`config.mk`:
```
export PLATFORM = sky130hd
export DESIGN_NAME = rx_link_reset_seq
export DESIGN_NICKNAME = d
export VERILOG_FILES = /design/src/rtl/rxrst_pkg.sv /design/src/rtl/rxrst_sync.sv /design/src/rtl/rxrst_timer.sv /design/src/rtl/rxrst_fsm.sv /design/src/rtl/rx_link_reset_seq.sv
export SDC_FILE = /design/constraint.sdc
export NUM_CORES = 1
export LEC_CHECK = 0
export ABC_AREA = 1
export BUFFER_PORTS_ARGS = -buffer_cell sky130_fd_sc_hd__buf_2
export CORE_AREA = 2 2 41 58
export DETAILED_ROUTE_END_ITERATION = 8
export DIE_AREA = 0 0 43 60
export GPL_TIMING_DRIVEN = 0
export PLACE_DENSITY = 0.71
export RECOVER_POWER = 50
export SLEW_MARGIN = 10
export SYNTH_ARGS = -nofsm -noshare
export SYNTH_HDL_FRONTEND = slang
export SYNTH_HIERARCHICAL = 1
export SYNTH_SLANG_ARGS = --single-unit
```
`constraint.sdc`:
```
create_clock -name clk -period 7.6 [get_ports clk]
set_clock_uncertainty 0.15 [all_clocks]
set_input_delay 0.38 -clock clk [delete_from_list [all_inputs] [get_ports clk]]
set_output_delay 0.38 -clock clk [all_outputs]
set_load 0.1 [all_outputs]
```
`src/rtl/rxrst_pkg.sv`:
```
`timescale 1ns/1ps
package rxrst_pkg;

  typedef enum logic [2:0] {
    ST_WAIT_REF  = 3'd0,
    ST_QUAL      = 3'd1,
    ST_ERR_PULSE = 3'd2,
    ST_WAIT_RXPL = 3'd3,
    ST_WAIT_SIG  = 3'd4,
    ST_LTD_WAIT  = 3'd5,
    ST_RUN       = 3'd6
  } rxrst_state_e;

  localparam int unsigned ERR_PULSE_CYC = 2;

  function automatic int unsigned max3(input int unsigned a, input int unsigned b,
                                       input int unsigned c);
    int unsigned m;
    m = (a > b) ? a : b;
    return (m > c) ? m : c;
  endfunction

endpackage

```
`src/rtl/rxrst_sync.sv`:
```
`timescale 1ns/1ps
module rxrst_sync #(
  parameter int unsigned WIDTH = 4
) (
  input  logic             clk,
  input  logic             rst_n,
  input  logic [WIDTH-1:0] async_i,
  output logic [WIDTH-1:0] sync_o
);

  for (genvar b = 0; b < WIDTH; b++) begin : g_bit
    logic meta_q;
    logic stab_q;
    always_ff @(posedge clk or negedge rst_n) begin
      if (!rst_n) begin
        meta_q <= 1'b0;
        stab_q <= 1'b0;
      end else begin
        meta_q <= async_i[b];
        stab_q <= meta_q;
      end
    end
    assign sync_o[b] = stab_q;
  end

endmodule

```
`src/rtl/rxrst_timer.sv`:
```
`timescale 1ns/1ps
module rxrst_timer #(
  parameter int unsigned CW = 8
) (
  input  logic          clk,
  input  logic          rst_n,
  input  logic          clr_i,
  input  logic          en_i,
  input  logic [CW-1:0] lim_i,
  output logic          done_o
);

  logic [CW-1:0] cnt_q;
  logic [CW-1:0] cnt_d;

  always_comb begin
    cnt_d = cnt_q;
    if (clr_i)     cnt_d = '0;
    else if (en_i) cnt_d = cnt_q + 1'b1;
  end

  always_ff @(posedge clk or negedge rst_n) begin
    if (!rst_n) cnt_q <= '0;
    else        cnt_q <= cnt_d;
  end

  assign done_o = (cnt_q == (lim_i - 1'b1));


  cnt_bound_chk: assert property (@(posedge clk) disable iff (!rst_n)
    en_i |-> (cnt_q < (lim_i - 1'b1)));

endmodule

```
`src/rtl/rxrst_fsm.sv`:
```
`timescale 1ns/1ps
module rxrst_fsm
  import rxrst_pkg::*;
#(
  parameter bit          AUTO_MODE    = 1'b1,
  parameter int unsigned LTD_AUTO_CYC = 8,
  parameter int unsigned LTD_MAN_CYC  = 5,
  parameter int unsigned CW           = 4
) (
  input  logic          clk,
  input  logic          rst_n,
  input  logic          tx_ok_i,
  input  logic          rxpll_ok_i,
  input  logic          flock_i,
  input  logic          sigdet_i,
  input  logic          err_i,
  input  logic          cnt_done_i,
  output logic          cnt_clr_o,
  output logic          cnt_en_o,
  output logic [CW-1:0] cnt_lim_o,
  output rxrst_state_e  state_o
);

  localparam logic [CW-1:0] LIM_AUTO = CW'(LTD_AUTO_CYC);
  localparam logic [CW-1:0] LIM_MAN  = CW'(LTD_MAN_CYC);
  localparam logic [CW-1:0] LIM_ERR  = CW'(ERR_PULSE_CYC);

  rxrst_state_e state_q;
  rxrst_state_e state_d;

  always_comb begin
    case (state_q)
      ST_ERR_PULSE: cnt_lim_o = LIM_ERR;
      ST_LTD_WAIT:  cnt_lim_o = LIM_MAN;
      default:      cnt_lim_o = LIM_AUTO;
    endcase
  end

  always_comb begin
    state_d   = state_q;
    cnt_clr_o = 1'b1;
    cnt_en_o  = 1'b0;
    if (!tx_ok_i) begin
      state_d = ST_WAIT_REF;
    end else begin
      case (state_q)
        ST_WAIT_REF: state_d = AUTO_MODE ? ST_QUAL : ST_WAIT_RXPL;
        ST_QUAL: begin
          if (flock_i) begin
            if (cnt_done_i) state_d = ST_RUN;
            else begin
              cnt_clr_o = 1'b0;
              cnt_en_o  = 1'b1;
            end
          end
        end
        ST_ERR_PULSE: begin
          if (!flock_i)        state_d = ST_QUAL;
          else if (cnt_done_i) state_d = ST_RUN;
          else begin
            cnt_clr_o = 1'b0;
            cnt_en_o  = 1'b1;
          end
        end
        ST_WAIT_RXPL: if (rxpll_ok_i) state_d = ST_WAIT_SIG;
        ST_WAIT_SIG:  if (sigdet_i)   state_d = ST_LTD_WAIT;
        ST_LTD_WAIT: begin
          if (cnt_done_i) state_d = ST_RUN;
          else begin
            cnt_clr_o = 1'b0;
            cnt_en_o  = 1'b1;
          end
        end
        ST_RUN: begin
          if (AUTO_MODE) begin
            if (!flock_i)   state_d = ST_QUAL;
            else if (err_i) state_d = ST_ERR_PULSE;
          end else if (!sigdet_i || err_i) begin
            state_d = ST_WAIT_RXPL;
          end
        end
        default: state_d = ST_WAIT_REF;
      endcase
    end
  end

  always_ff @(posedge clk or negedge rst_n) begin
    if (!rst_n) state_q <= ST_WAIT_REF;
    else        state_q <= state_d;
  end

  assign state_o = state_q;


  refloss_rst_chk: assert property (@(posedge clk) disable iff (!rst_n)
    !tx_ok_i |=> (state_q == ST_WAIT_REF));


  flock_drop_chk: assert property (@(posedge clk) disable iff (!rst_n)
    (AUTO_MODE && !flock_i) |=> (state_q != ST_RUN));


  err_pulse_len_chk: assert property (@(posedge clk) disable iff (!rst_n)
    (AUTO_MODE && state_q == ST_RUN && tx_ok_i && flock_i && err_i)
      |=> (state_q != ST_RUN) ##1 (state_q != ST_RUN));

endmodule

```
`src/rtl/rx_link_reset_seq.sv`:
```
`timescale 1ns/1ps
module rx_link_reset_seq
  import rxrst_pkg::*;
#(
  parameter bit          AUTO_MODE    = 1'b1,
  parameter int unsigned LTD_AUTO_CYC = 8,
  parameter int unsigned LTD_MAN_CYC  = 5
) (
  input  logic       clk,
  input  logic       rst_n,
  input  logic       tx_pll_lock_i,
  input  logic       rx_pll_lock_i,
  input  logic       freq_lock_i,
  input  logic       sig_det_i,
  input  logic       err_stb_i,
  output logic       rx_dig_rst_o,
  output logic       lock_to_data_o,
  output logic       ready_o,
  output logic [2:0] state_o
);

  localparam int unsigned MAX_LIM = max3(LTD_AUTO_CYC, LTD_MAN_CYC, ERR_PULSE_CYC);
  localparam int unsigned CW      = $clog2(MAX_LIM + 1);
  localparam int unsigned NSTAT   = 4;

  logic [NSTAT-1:0] stat_raw;
  logic [NSTAT-1:0] stat_s;
  logic             cnt_clr;
  logic             cnt_en;
  logic             cnt_done;
  logic [CW-1:0]    cnt_lim;
  rxrst_state_e     state;

  assign stat_raw = {sig_det_i, freq_lock_i, rx_pll_lock_i, tx_pll_lock_i};

  rxrst_sync #(.WIDTH(NSTAT)) sync_i (
    .clk     (clk),
    .rst_n   (rst_n),
    .async_i (stat_raw),
    .sync_o  (stat_s)
  );

  rxrst_timer #(.CW(CW)) timer_i (
    .clk    (clk),
    .rst_n  (rst_n),
    .clr_i  (cnt_clr),
    .en_i   (cnt_en),
    .lim_i  (cnt_lim),
    .done_o (cnt_done)
  );

  rxrst_fsm #(
    .AUTO_MODE    (AUTO_MODE),
    .LTD_AUTO_CYC (LTD_AUTO_CYC),
    .LTD_MAN_CYC  (LTD_MAN_CYC),
    .CW           (CW)
  ) fsm_i (
    .clk        (clk),
    .rst_n      (rst_n),
    .tx_ok_i    (stat_s[0]),
    .rxpll_ok_i (stat_s[1]),
    .flock_i    (stat_s[2]),
    .sigdet_i   (stat_s[3]),
    .err_i      (err_stb_i),
    .cnt_done_i (cnt_done),
    .cnt_clr_o  (cnt_clr),
    .cnt_en_o   (cnt_en),
    .cnt_lim_o  (cnt_lim),
    .state_o    (state)
  );

  assign ready_o        = (state == ST_RUN);
  assign rx_dig_rst_o   = ~ready_o;
  assign lock_to_data_o = !AUTO_MODE && ((state == ST_LTD_WAIT) || (state == ST_RUN));
  assign state_o        = state;


  dead_link_chk: assert property (@(posedge clk) disable iff (!rst_n)
    (!AUTO_MODE && ready_o && stat_s[0] && (!stat_s[3] || err_stb_i))
      |=> (rx_dig_rst_o && !lock_to_data_o));


  ltd_before_release_chk: assert property (@(posedge clk) disable iff (!rst_n)
    (!AUTO_MODE && $fell(rx_dig_rst_o)) |-> lock_to_data_o);


  auto_no_override_chk: assert property (@(posedge clk) disable iff (!rst_n)
    (AUTO_MODE && $rose(ready_o)) |-> !lock_to_data_o);

endmodule

```
==> results.toml, run 1 <==
[job]
drv_cap = 0

[placement]
dp_slack_ns = 4.78
io_buffers = 11
place_inst = 174
dpl.hpwl_um = 1540
gp_congestion = 0.867

[timing]
hold_violations = 0
tightest_slew_ns = 0.734
hold_ws_ns = 0.0615
slew_headroom = 0.511
min_period_over_period = 0.375
fin_tns_setup_ns = 0
rsz0062_at_grt = "no"
setup_viol = 0
maxSlewViolCount = 0
post-route-min-period_ns = 2.85
setup_slack_ns = 4.75
max_freq_mhz = 351

[clock_network]
hold_buffers = 1
root_buffer = "clkbuf_4"
cts_buffers = 3
post-cts-setup-buffer-count = 0
cts_max_path_buffers = 2
cts_sinks = 15
h-tree-depth = 1
clock_latency_ns = 0.27
post_cts_resized = 0
clk_pin_slew_ns = 0.08
tritoncts = "done"

[die]
core-area_um2 = 2100
die_x_um = 43
die_area_um2 = 2580
initial_utilization = 0.471
io_pins = 13
die_h_um = 60
rows = 20

[worst_setup_path]
rrSetupSlack_ns = 4.75
cp-end-kind = "flip-flop"
startpoint = "fsm_i/state_o[1]$_DFFE_PN0P_"
reg2reg_to = "timer_i/cnt_q[3]$_DFFE_PN0P_"
crit_type = "flip-flop to flip-flop"
path_max_fanout = 10
reg2reg_from = "fsm_i/state_o[1]$_DFFE_PN0P_"
worst_ep_required_time_ns = 7.62
cp.arrival_ns = 2.86
start_kind = "flip-flop"
r2r_cells = 18

[detailed_routing]
wire_per_inst_um = 10.7
route.detailed.drc = 0
ant_nets = 0
dr.pass1.iters = 4
vias = 925
drtIter0Drc = 16
wl_um = 1920
vias_per_cell = 5.17

[logic_synthesis]
synthDistinctLibCells = 23
syn_avg_cell_area_um2 = 7.02
synthCells = 141
ys_seq_area_frac = 0.379
synthTopCellsByArea = "dfrtp_1 (38%), nand2_1 (13%), nand3_1 (7.6%), inv_1 (5.7%), buf_4 (5.3%)"
async_flop_share = 1.00
ys.flop_type = "dfrtp_1"
ys_ff_latch = 15
synth_edf_count = 0
synth_top_area_frac = 0.379
synth_most_common_cell = "nand2_1"
synthTopCellsByCount = "nand2_1 (35), dfrtp_1 (15), inv_1 (15), nand3_1 (15), nor2_1 (12)"
yosysTopAreaCell = "dfrtp_1"
yosys_warnings = 6
synthesis.area_um2 = 990
synth_fp_nets = 150

[final_layout]
antennaDiodeCount = 0
stdcell_count = 179
syn2layout_area_growth_pct = 11.9
drive_gt1_frac = 0.268
nNetsFinal = 167

[power]
p_per_area_nw_per_um2 = 133
ir_worst_vdd_mv = 0.149
power_uw = 148
p_leak_nw = 0.592

[worst_hold_path]
min-delay-start = "freq_lock_i"
min_to = "sync_i/g_bit[2].meta_q$_DFF_PN0_"
worstHoldPathCells = 1
min-delay-path-class = "primary input to flip-flop"

[grt]
grt_pass1_wl_um = 3280
antenna_found_initial = 0
grt_pass1_vias = 847
grt.total_usage = 0.164
grt.overflow.total = 0
grt_start_max_net_pins = 16

[run_status]
outcome = "complete, no violations"
[worst max path at each step]
stage / to / cells after the start
6_report: timer_i/cnt_q[3]$_DFFE_PN0P_ / 18
3_3_place_gp: timer_i/cnt_q[3]$_DFFE_PN0P_ / 18
4_1_cts: timer_i/cnt_q[3]$_DFFE_PN0P_ / 18
5_1_grt: timer_i/cnt_q[3]$_DFFE_PN0P_ / 18
3_5_place_dp: timer_i/cnt_q[3]$_DFFE_PN0P_ / 18
2_1_floorplan: timer_i/cnt_q[3]$_DFFE_PN0P_ / 17
[worst max-delay path, stage by stage, from the launching register on]
cell and delay [ns]:
dfrtp_1 0.51, inv_2 0.14, nand2_1 0.11, nor2_1 0.30, inv_2 0.09, ha_1 0.32, inv_1 0.06, nand2_1 0.04
nand2_1 0.05, nor2_1 0.04, nand3_1 0.08, nor2_2 0.06, nand3b_1 0.16, a21oi_2 0.21, nand2_1 0.12, inv_2 0.07
nand3_1 0.06, o21ai_1 0.13, nor2_1 0.05
[routing by layer]
layer / track usage / vias up / share of wire
met5: 0 / - / 0
met4: 0.0606 / 0 / 0.011
met3: 0.0121 / 2 / 0.033
met2: 0.333 / 20 / 0.53
met1: 0.169 / 430 / 0.42
li1: - / 473 / -
[power breakdown]
| part | internal (mW) | switching (mW) |
|---|---|---|
| combinational | 0.00612 | 0.0149 |
| sequential | 0.0825 | 0.00212 |
| clock | 0.0203 | 0.0218 |
[cell usage in the layout (no fill, tap or decap), types with 4 or more instances in the layout]
| cell type | instances |
|---|---|
| buf_4 | 7 |
| dfrtp_1 | 15 |
| nand2_1 | 35 |
| inv_1 | 15 |
| o21ai_0 | 4 |
| nor2_1 | 12 |
| buf_2 | 11 |
| nand3_1 | 15 |
| inv_2 | 9 |
| nor2_2 | 7 |
[area by class of cell]
| cell class | instances | area, µm² |
|---|---|---|
| repair buffers | 12 | 63.8 |
| fillers | 220 | 995 |
| well taps | 22 | 27.5 |
| inverters | 24 | 90.1 |
| flip-flops and latches | 15 | 375 |
| clock buffers | 4 | 26.3 |
| plain buffers | 8 | 57.6 |
| multi-input cells | 94 | 467 |
[cell families after synthesis]
| group | synth area share |
|---|---|
| simple gates | 0.373 |
| buf+inv | 0.149 |
| flops | 0.379 |
| compound gates | 0.0695 |
| fa+ha+maj | 0.0253 |
| other cells | 0.00379 |
[flip-flops by register name (all words and copies together), names as in the netlist]
register,count
sync_i/g_bit.meta_q,4
fsm_i/state_o,3
sync_i/g_bit.stab_q,4
timer_i/cnt_q,4
[metrics by stage]
step / util / instance area, µm²
after floorplan: - / 990
after global placement: 0.510 / 1070
after detailed placement: 0.510 / 1070
after CTS: 0.527 / 1110
after global routing: 0.527 / 1110
final: 0.527 / 1110
No activity file was read; power rests on OpenSTA's default activity.
==> inputs of run 2 (changes only) <==
==> constraint.sdc (replaced) <==
create_clock -name clk -period 2.8 [get_ports clk]
set_clock_uncertainty 0.15 [all_clocks]
set_input_delay 0.14 -clock clk [delete_from_list [all_inputs] [get_ports clk]]
set_output_delay 0.14 -clock clk [all_outputs]
set_load 0.1 [all_outputs]
==> run 2 against run 1 <==
Effect of this change:
- worst hold slack improved by 0.042 ns
- non-clock buffer count increased by 7
- sequential power increased to 2.7 times the previous value
- largest power group unchanged
- highest routed layer unchanged
==> results.toml, run 2 (synthesized netlist as in run 1, its figures left out) <==
[clock_network]
cts_buffers = 3
clk_pin_slew_ns = 0.08
root_buffer = "clkbuf_4"
h-tree-depth = 1
tritoncts = "done"
cts_sinks = 15
clock_latency_ns = 0.27
cts_max_path_buffers = 2

[power]
ir_worst_vdd_mv = 0.438
p_leak_nw = 0.620
p_per_area_nw_per_um2 = 347

[detailed_routing]
vias_per_cell = 4.90
drtIter0Drc = 15
dr.pass1.iters = 4
wl_um = 1910
wire_per_inst_um = 10.2
vias = 912
ant_nets = 0
route.detailed.drc = 0

[timing]
min_period_over_period = 0.917
hold_violations = 0
tightest_slew_ns = 0.720
post-route-min-period_ns = 2.57
max_freq_mhz = 390
slew_headroom = 0.520
setup_viol = 0
hold_ws_ns = 0.104
maxSlewViolCount = 0

[grt]
grt.total_usage = 0.163
antenna_found_initial = 0
grt_pass1_vias = 864
grt_start_max_net_pins = 16
grt_pass1_wl_um = 3230
grt.overflow.total = 0

[final_layout]
utilization = 0.565
syn2layout_area_growth_pct = 20.1
multi_input_area_um2 = 477
drive_gt1_frac = 0.305
fillers = 218
final_common_cell = "nand2_1"
top_regs = "sync_i/g_bit.meta_q: 4 flops, sync_i/g_bit.stab_q: 4 flops, timer_i/cnt_q: 4 flops"
fin_area_um2 = 1190
layout_common_cells = "nand2_1 (34), inv_1 (15), nand3_1 (15), dfrtp_1 (12)"
ff_latch_area_um2 = 384
antennaDiodeCount = 0
nNetsFinal = 174

[die]
die_x_um = 43
rows = 20
io_pins = 13
die_h_um = 60
core-area_um2 = 2100
initial_utilization = 0.471
die_area_um2 = 2580

[worst_setup_path]
worst_ep_required_time_ns = 2.82
cp.arrival_ns = 2.58
path_max_fanout = 7
start_kind = "flip-flop"
crit_type = "flip-flop to flip-flop"
cp-end-kind = "flip-flop"

[placement]
dpl.hpwl_um = 1460
postPlaceCellArea_um2 = 1080
gp_congestion = 0.832
io_buffers = 11

[run_status]
outcome = "complete, no violations"

[worst_hold_path]
min-delay-path-class = "primary input to flip-flop"

[job]
drv_cap = 0
run 2: final cells by class:
class / instances / area share
timing repair buffer: 20 / 0.113
multi-input combinational: 94 / 0.401
sequential: 15 / 0.323
clock buffer: 4 / 0.0221
tap: 22 / 0.0232
buffer: 7 / 0.0421
inverter: 24 / 0.0758
run 2: per-layer routing:
layer | GRT usage | part of all wire | vias up
met5 | 0 | 0 | -
met4 | 0.0779 | 0.013 | 0
met3 | 0.0181 | 0.021 | 4
met2 | 0.316 | 0.55 | 12
met1 | 0.171 | 0.41 | 413
li1 | - | - | 483
run 2: worst paths after layout:
kind	startpoint	to	slack [ns]	cells after the start
worst max-delay path	fsm_i/state_o[1]$_DFFE_PN0P_	timer_i/cnt_q[3]$_DFFE_PN0P_	0.23	18
worst min-delay path	err_stb_i	fsm_i/state_o[2]$_DFFE_PN0P_	0.10	6
max in group asynchronous	rst_n	fsm_i/state_o[0]$_DFFE_PN0P_	1.69	2
min in group asynchronous	rst_n	timer_i/cnt_q[2]$_DFFE_PN0P_	0.28	2
worst min register to register	sync_i/g_bit[3].meta_q$_DFF_PN0_	sync_i/g_bit[3].stab_q$_DFF_PN0_	0.20	0
worst max register to register	fsm_i/state_o[1]$_DFFE_PN0P_	timer_i/cnt_q[3]$_DFFE_PN0P_	0.23	18
run 2: metrics by stage:
step | cells | TNS (ns) | power (mW) | setup slack (ns)
after floorplan | 141 | 0 | 0.276 | 0.0273
after global placement | 174 | 0 | 0.290 | 0.0882
after detailed placement | 174 | 0 | 0.292 | 0.0461
after CTS | 183 | 0 | 0.413 | 0.0248
after global routing | 186 | -0.0107 | 0.434 | -0.0107
final | 186 | 0 | 0.412 | 0.234
run 2: timing repair:
action,4_1_cts,5_1_grt
hold endpoints to repair,19,0
buffers inserted,0,4
endpoints found under the setup margin,0,4
hold buffers,5,0
resized for setup,0,3
run 2: report_power, final:
part	internal, mW	switching, mW	total [mW]	leakage [nW]
sequential	0.225	0.00455	0.229	0.184
combinational	0.0239	0.0445	0.0683	0.421
clock	0.0551	0.0597	0.115	0.0150
total	0.304	0.109	0.412	0.620
run 2: critical path, stage by stage (launching register included):
cell and delay [ns]:
dfrtp_2 0.47, inv_2 0.11, nand2_2 0.10, nor2_4 0.16, inv_2 0.06, ha_1 0.30, inv_1 0.06, nand2_1 0.04
nand2_1 0.05, nor2_1 0.04, nand3_1 0.07, nor2_2 0.06, nand3b_1 0.16, a21oi_2 0.21, nand2_1 0.12, inv_2 0.06
nand3_1 0.06, o21ai_1 0.13, nor2_1 0.05
==> inputs of run 3 (changes only) <==
--- a/config.mk
+++ b/config.mk
@@ -7,11 +7,13 @@
 export LEC_CHECK = 0
 export ABC_AREA = 1
 export BUFFER_PORTS_ARGS = -buffer_cell sky130_fd_sc_hd__buf_2
-export CORE_AREA = 2 2 41 58
+export CELL_PAD_IN_SITES_DETAIL_PLACEMENT = 1
+export CELL_PAD_IN_SITES_GLOBAL_PLACEMENT = 1
+export CORE_AREA = 2 2 44 66
 export DETAILED_ROUTE_END_ITERATION = 8
-export DIE_AREA = 0 0 43 60
+export DIE_AREA = 0 0 46 68
 export GPL_TIMING_DRIVEN = 0
-export PLACE_DENSITY = 0.71
+export PLACE_DENSITY = 0.78
 export RECOVER_POWER = 50
 export SLEW_MARGIN = 10
 export SYNTH_ARGS = -nofsm -noshare
==> run 3 against run 2 <==
Effect of this change:
- cell count rose by 3.2%
- flip-flop and latch count did not move
- non-clock buffer count rose by 3
- worst hold slack improved by 0.062 ns
- power rose by 17%
- largest power group unchanged
- setup slack got worse by 0.00098 ns
- sequential power barely moved
- clock power rose by 57%
==> results.toml, run 3 (synthesized netlist as in run 1, its figures left out) <==
[timing]
maxSlewViolCount = 0
setup_slack_ns = 0.233
min_period_over_period = 0.917
slew_headroom = 0.478
setup_viol = 0
tightest_slew_ns = 0.783
max_freq_mhz = 389
hold_violations = 0
post-route-min-period_ns = 2.57

[final_layout]
top_regs = "sync_i/g_bit.meta_q: 4 flops, sync_i/g_bit.stab_q: 4 flops, timer_i/cnt_q: 4 flops"
antennaDiodeCount = 0
fin_area_um2 = 1250
layout_common_cells = "nand2_1 (34), inv_1 (15), nand3_1 (15), buf_4 (13), dfrtp_1 (12)"
utilization = 0.484
nNetsFinal = 177
final_common_cell = "nand2_1"
syn2layout_area_growth_pct = 26.5
drive_gt1_frac = 0.329
stdcell_count = 192

[detailed_routing]
wire_per_inst_um = 14.0
route.detailed.drc = 0
wl_um = 2690
vias_per_cell = 5.11
drtIter0Drc = 13
ant_nets = 0
vias = 981
dr.pass1.iters = 4

[die]
die_area_um2 = 3130
rows = 23
die_x_um = 46
initial_utilization = 0.382
core-area_um2 = 2590
die_h_um = 68
io_pins = 13

[placement]
postPlaceCellArea_um2 = 1080
dpl.hpwl_um = 1980
place_inst = 177
io_buffers = 11
dp_slack_ns = -0.0392
gp_congestion = 0.840

[clock_network]
h-tree-depth = 1
cts_max_path_buffers = 2
cts_buffers = 3
clk_pin_slew_ns = 0.06
clock_latency_ns = 0.26
tritoncts = "done"
cts_sinks = 15
root_buffer = "clkbuf_8"

[worst_setup_path]
worst_ep_required_time_ns = 2.80
path_max_fanout = 5
start_kind = "flip-flop"
cp-end-kind = "flip-flop"
crit_type = "flip-flop to flip-flop"
cp.arrival_ns = 2.56

[power]
p_per_area_nw_per_um2 = 386
power_uw = 484
p_leak_nw = 0.649
ir_worst_vdd_mv = 0.373

[job]
drv_cap = 0

[grt]
grt_use_met2 = 0.368
grt_start_max_net_pins = 16
gr-max-usage-layer = "met2"
grt.total_usage = 0.197
use_met1 = 0.199
grtUsageMet3 = 0.0369
grt_pass1_vias = 1027
grt_pass1_wl_um = 4380
antenna_found_initial = 0
grt.overflow.total = 0

[worst_hold_path]
min-delay-path-class = "primary input to flip-flop"

[run_status]
outcome = "complete, no violations"
==> run 3: repair_timing <==
| action | in CTS | in global routing |
|---|---|---|
| endpoints found under the setup margin | 1 | 4 |
| hold buffers | 5 | 0 |
| pin swaps | 0 | 2 |
| hold endpoints to repair | 19 | 0 |
| buffers inserted | 0 | 7 |
| resized for setup | 1 | 6 |
==> run 3: routing by layer <==
| layer | part of all wire | up-vias |
|---|---|---|
| met3 | 0.024 | 9 |
| met5 | 0 | - |
| met4 | 0.030 | 0 |
| met1 | 0.35 | 472 |
| met2 | 0.60 | 15 |
| li1 | - | 485 |
==> run 3: path summary, 6_finish.rpt <==
check / endpoint / startpoint / depth (start not counted) / slack [ns]
worst min-delay path: fsm_i/state_o[0]$_DFFE_PN0P_ / err_stb_i / 5 / 0.17
worst max-delay path: timer_i/cnt_q[3]$_DFFE_PN0P_ / fsm_i/state_o[0]$_DFFE_PN0P_ / 18 / 0.23
min in group asynchronous: timer_i/cnt_q[0]$_DFFE_PN0P_ / rst_n / 2 / 0.35
worst min register to register: sync_i/g_bit[1].stab_q$_DFF_PN0_ / sync_i/g_bit[1].meta_q$_DFF_PN0_ / 0 / 0.20
worst max register to register: timer_i/cnt_q[3]$_DFFE_PN0P_ / fsm_i/state_o[0]$_DFFE_PN0P_ / 18 / 0.23
max in group asynchronous: fsm_i/state_o[0]$_DFFE_PN0P_ / rst_n / 2 / 1.58
==> run 3: worst max-delay path, stage by stage, from the launching register on <==
cell and delay, ns:
dfrtp_4 0.51, inv_1 0.09, nand2_2 0.08, nor2_4 0.13, inv_1 0.07, ha_1 0.29
inv_1 0.06, nand2_1 0.04, nand2_1 0.05, nor2_1 0.04, nand3_1 0.07, nor2_2 0.07
nand3b_1 0.19, a21oi_4 0.18, nand2_1 0.11, inv_2 0.07, nand3_1 0.06, o21ai_1 0.13
nor2_1 0.05
==> run 3: area by class of cell <==
cell class / count / area (µm²)
well taps: 25 / 31.3
repair buffers: 23 / 156
flip-flops and latches: 15 / 384
clock inverters: 1 / 5.00
plain buffers: 7 / 50.0
inverters: 24 / 92.6
multi-input cells: 94 / 492
clock buffers: 3 / 41.3
fillers: 352 / 1340
==> run 3: report_power, final <==
part / switching, mW / internal [mW]
Combinational: 0.0483 / 0.0249
Sequential: 0.00481 / 0.225
Clock: 0.0819 / 0.0989
Total: 0.135 / 0.349
==> run 3: stage by stage <==
step	TNS, ns	hold slack (ns)
after floorplan	0	-0.306
final	0	0.166
after CTS	0	0.164
after global routing	-0.0192	0.189
after global placement	0	-0.104
after detailed placement	-0.0392	-0.0930
